<file path="config.mk">
export PLATFORM = sky130hd
export DESIGN_NAME = sg_pulse_gen
export DESIGN_NICKNAME = d
export VERILOG_FILES = /design/src/rtl/sg_pulse_gen.sv
export SDC_FILE = /design/constraint.sdc
export NUM_CORES = 1
export LEC_CHECK = 0
export ABC_AREA = 1
export BUFFER_PORTS_ARGS = -buffer_cell sky130_fd_sc_hd__clkbuf_2
export CAP_MARGIN = 10
export CORE_MARGIN = 2
export CORE_UTILIZATION = 29
export CTS_BUF_LIST = sky130_fd_sc_hd__clkbuf_16
export CTS_CLUSTER_SIZE = 20
export DETAILED_ROUTE_END_ITERATION = 8
export PLACE_DENSITY = 0.59
export SETUP_SLACK_MARGIN = 0.02
export SLEW_MARGIN = 20
export SYNTH_ARGS = -nofsm -noshare
export SYNTH_HDL_FRONTEND = slang
export SYNTH_SLANG_ARGS = --single-unit
</file>
<file path="constraint.sdc">
create_clock -name clk -period 1.95 [get_ports clk]
set_input_delay 0.0975 -clock clk [delete_from_list [all_inputs] [get_ports clk]]
set_output_delay 0.0975 -clock clk [all_outputs]
set_load 0.1 [all_outputs]
</file>
<file path="src/rtl/sg_pulse_gen.sv">
module sg_pulse_gen #(
  parameter int NOUT = 24,
  parameter int CW   = 13
) (
  input  logic            clk,
  input  logic            rst_n,
  input  logic            hd,
  input  logic            vd,
  input  logic [NOUT-1:0] xv_in,
  input  logic [NOUT-1:0] cfg_sel,
  input  logic [NOUT-1:0] cfg_pat,
  input  logic [NOUT-1:0] cfg_mask,
  input  logic [NOUT-1:0] cfg_pol,
  input  logic [CW-1:0]   cfg_line_a,
  input  logic [CW-1:0]   cfg_line_b,
  input  logic [CW-1:0]   cfg_tog1,
  input  logic [CW-1:0]   cfg_tog2,
  input  logic [CW-1:0]   cfg_tog3,
  input  logic [CW-1:0]   cfg_tog4,
  output logic [NOUT-1:0] v_out
);

  logic [CW-1:0]   pix, line;
  logic [NOUT-1:0] sel_q, pat_q, msk_q, pol_q;
  logic [CW-1:0]   la_q, lb_q, t1_q, t2_q, t3_q, t4_q;
  logic [NOUT-1:0] nxt;

  always_ff @(posedge clk or negedge rst_n) begin
    if (!rst_n) begin
      pix  <= '0;
      line <= '0;
    end else begin
      pix <= hd ? '0 : pix + 1'b1;
      if (vd)      line <= '0;
      else if (hd) line <= line + 1'b1;
    end
  end

  always_ff @(posedge clk or negedge rst_n) begin
    if (!rst_n) begin
      sel_q <= '0; pat_q <= '0; msk_q <= '0; pol_q <= '0;
      la_q  <= '0; lb_q  <= '0;
      t1_q  <= '0; t2_q  <= '0; t3_q <= '0; t4_q <= '0;
    end else if (vd) begin
      sel_q <= cfg_sel;    pat_q <= cfg_pat;
      msk_q <= cfg_mask;   pol_q <= cfg_pol;
      la_q  <= cfg_line_a; lb_q  <= cfg_line_b;
      t1_q  <= cfg_tog1;   t2_q  <= cfg_tog2;
      t3_q  <= cfg_tog3;   t4_q  <= cfg_tog4;
    end
  end

  wire on_line = (line == la_q) || (line == lb_q);

  wire win_a = (pix >= t1_q) && (pix < t2_q);
  wire win_b = (pix >= t3_q) && (pix < t4_q);

  for (genvar i = 0; i < NOUT; i++) begin : g_out
    wire inv = on_line && !msk_q[i] && (pat_q[i] ? win_b : win_a);
    assign nxt[i] = sel_q[i] ? (pol_q[i] ^ inv) : xv_in[i];
  end

  always_ff @(posedge clk or negedge rst_n) begin
    if (!rst_n) v_out <= '0;
    else        v_out <= nxt;
  end

  p_pass_r2: assert property (@(posedge clk) disable iff (!rst_n)
    $past(rst_n) |-> ((v_out ^ $past(xv_in)) & ~$past(sel_q)) == '0);

  p_pix_zero_r8: assert property (@(posedge clk) disable iff (!rst_n)
    hd |=> pix == '0);

  p_pix_step_r8: assert property (@(posedge clk) disable iff (!rst_n)
    !hd |=> pix == $past(pix) + 1'b1);

  p_line_zero_r8: assert property (@(posedge clk) disable iff (!rst_n)
    vd |=> line == '0);

  p_hold_r3: assert property (@(posedge clk) disable iff (!rst_n)
    ($past(rst_n) && $past(line != la_q && line != lb_q))
      |-> ((v_out ^ $past(pol_q)) & $past(sel_q)) == '0);

  p_mask_r6: assert property (@(posedge clk) disable iff (!rst_n)
    $past(rst_n) |-> ((v_out ^ $past(pol_q)) & $past(sel_q) & $past(msk_q)) == '0);

  p_cfg_hold_r7: assert property (@(posedge clk) disable iff (!rst_n)
    !vd |=> $stable(sel_q) && $stable(msk_q) && $stable(pol_q) && $stable(pat_q));

  always_comb if (!rst_n) p_reset_r1: assert (v_out == '0);

endmodule

</file>
==> qor.csv <==
stage,metric,value,unit
status,status,"complete, but fails checks",
status,failing checks,setup timing,
sta,pin slew with the least headroom to its limit,621,ps
synth,post-synthesis xor/xnor area fraction,0.00315,
hold_path,min-delay worst type,input port to register,
global_routing,total track usage,0.173,
sta,Final Max Tran Viols,0,
sta,final setup vio count,24,
synth,post-synth net total,1662,
pwr,Final Power,12.7,mW
clock_tree,CTS Sinks,224,
clock_tree,CTS Root Cell,clkbuf_16,
synth,area share of fa/ha/maj cells after synthesis,0.0584,
die,area of the core,37800,sq um
clock_tree,Clock Path Buffers,3,
pwr,Worst VDD drop,561,uV
global_routing,vias in the first global route,10700,
job,max-cap viol count,0,
synth,Post-synth EDFFs,0,
final_layout,Final #Nets,2132,
global_routing,GRT overflow,0,
clock_tree,CTS buffer count,28,
die,IO Pins,226,
sta,hold_ws,30.4,ps
die,Initial Util,0.295,
critical_path,worst r2r src,pix[4]$_DFF_PN0_,
synth,async set-reset flop share out of synthesis,1.00,
clock_tree,CTS H-tree depth,1,
synth,simple-gate share of the synthesized area,0.241,
pwr,leakage,8.61,nW
placement,routability congestion estimate from global placement,0.810,
sta,Max transition margin,0.586,
final_layout,P&R area growth vs syn,53.7,%
pwr,Pwr Density,744,nW/um^2
routing,# DRC,0,
sta,min cycle time layout,2140,ps
critical_path,Worst Setup Path Type,register to register,
routing,post-detailed-route via-to-cell ratio,4.42,
critical_path,Setup crit start,pix[4]$_DFF_PN0_,
global_routing,global-route wire length before repair,54400,microns
routing,WL/cell,14.6,microns
placement,final HPWL from detailed placement,22300,microns
routing,DRT antenna net count,0,
sta,Fin. Hold Viols,0,
routing,"wirelength, routed",35300,microns
final_layout,"most common cell after layout, fill and taps aside",nand2_1,
synth,main combinational cell family by area after synthesis,simple AND/OR/NAND/NOR gates,
global_routing,pin count of the biggest net entering global routing,97,
sta,Final Worst Setup Slack,-194,ps
routing,DR iter-0 viols,536,
clock_tree,register clock-pin slew on the reported worst setup and hold paths,60,ps
synth,Seq cells post-synth,224,
placement,placed insts,2127,
sta,RSZ-0062 raised after global routing,true,
final_layout,fraction of layout cells with a size suffix above 1,0.254,
synth,prevailing post-synth register cell,dfrtp_1,
global_routing,antenna violations before repair,1,
final_layout,fillcell total,3570,
synth,Post-Synthesis Mean Instance Area,7.91,sq um
critical_path,crit path capture type,register,
critical_path,Startpoint Class,register,
clock_tree,CTS tree,built,
synth,synth unique cells,30,
routing,TritonRoute pass-1 iters,5,
die,die width,200,microns
sta,fmax,466,MHz
sta,fin crit share,1.10,
synth,register area share after synthesis,0.503,
final_layout,Non-Filler Instances,2411,
clock_tree,worst skew pair latency,550,ps
synth,Synth Area in Compound Gates,0.110,
synth,cell count after synthesis,1408,
die,total die area,40000,sq um
final_layout,"commonest non-fill, non-tap cells in the layout","450 x nand2_1, 223 x clkbuf_2, 215 x dlygate4sd3_1",
routing,vias,10700,
sta,Final Skew,18.9,ps
critical_path,CP max FO,6,
synth,Syn. warnings,0,
die,Die H,200,microns
critical_path,critical path arrival,2630,ps
synth,Netlist Area Pre-Place,11100,sq um
hold_path,hold_sp,vd,
placement,I/O Buffers,225,
synth,post-synthesis mux area share,0,
critical_path,Required @ worst endpoint,2430,ps
die,# rows,71,
==> registers in the layout, summed over array words and instances, names as in the netlist <==
register	flops
line	13
t3_q	13
t1_q	13
la_q	13
pat_q	24
t4_q	13
pix	13
sel_q	24
pol_q	24
v_out	24
lb_q	13
t2_q	13
msk_q	24
==> Yosys cell counts, types with 5 or more instances <==
library cell / count / area, sq um
inv_2: 12 / 45.0
a21oi_1: 35 / 175
ha_1: 52 / 651
a21oi_2: 20 / 175
o21ai_0: 157 / 786
clkbuf_1: 38 / 143
nand4_1: 28 / 175
dfrtp_1: 224 / 5610
buf_2: 6 / 30.0
nand2_1: 508 / 1910
nor3_1: 9 / 45.0
nand3_1: 62 / 310
inv_1: 177 / 664
nor2_1: 46 / 173
nor2_2: 5 / 31.3
==> worst paths after layout <==
kind / to / slack, ps / cells past startpoint
worst max-delay path: v_out[23]$_DFF_PN0_ / -190 / 16
worst min-delay path: t4_q[6]$_DFFE_PN0P_ / 30 / 3
max in group asynchronous: pix[2]$_DFF_PN0_ / 1100 / 3
min in group asynchronous: la_q[12]$_DFFE_PN0P_ / 120 / 2
worst max register to register: v_out[23]$_DFF_PN0_ / -190 / 16
worst min register to register: msk_q[8]$_DFFE_PN0P_ / 480 / 2
==> layer usage <==
layer / vias to the layer above / routed length, microns / part of all wire / global-route usage
li1: 5400 / - / - / -
met1: 4997 / 16500 / 0.47 / 0.234
met2: 210 / 16700 / 0.47 / 0.285
met3: 60 / 1210 / 0.034 / 0.0267
met4: 0 / 940 / 0.027 / 0.0524
met5: - / 0 / 0 / 0
==> worst max-delay path, stage by stage, from the launching register on <==
cell and delay (ps):
dfrtp_2 520, ha_4 260, nand2_2 60, inv_2 30, nand2_2 60, nand2_2 70
nor2_4 110, nor2_2 40, nor2_2 150, nand2_4 100, buf_4 160, buf_12 140
nand2_2 70, nand3_2 80, nand2_1 90, nand3_2 70, nand2_2 80
==> repair_timing <==
item                                    4_1_cts  5_1_grt
gates cloned                                  4        2
endpoints found under the setup margin       24       26
setup buffers                                 4        8
hold buffers                                215        0
pin swaps                                    14       57
resized for setup                            58      107
endpoints found under the hold margin       302        0
==> cell families after synthesis <==
logic type | count (synthesis)
and+or+nand+nor | 664
buffers and inverters | 240
AOI/OAI and AO/OA | 224
DFF | 224
adders and majority gates | 52
xor gates and xnor gates | 4
==> power breakdown <==
group	total (mW)	internal [mW]	leakage [nW]	switching (mW)
clock network	5.11	3.06	0.474	2.05
registers	5.26	5.04	2.74	0.216
logic	2.37	0.923	5.39	1.44
total	12.7	9.02	8.61	3.71
==> area by class of cell <==
cell class	instances	area (sq um)	share of cell area
clock buffers	29	726	0.0424
inverters	191	717	0.0419
repair buffers	489	3940	0.230
well taps	511	639	0.0374
diodes	1	2.50	0.000146
multi-input cells	944	5300	0.310
flip-flops and latches	224	5620	0.328
clock inverters	22	173	0.0101
==> per-stage QoR <==
stage | area (sq um) | utilization | setup TNS, ps | worst slack, ps
after global routing | 17100 | 0.453 | -6340 | -309
after floorplan | 11100 | - | 0 | 89.7
after global placement | 13100 | 0.346 | -4200 | -207
final | 17100 | 0.453 | -3820 | -194
after detailed placement | 13100 | 0.346 | -4880 | -257
after CTS | 16600 | 0.440 | -4170 | -210
(Power assumes the default switching activity.)
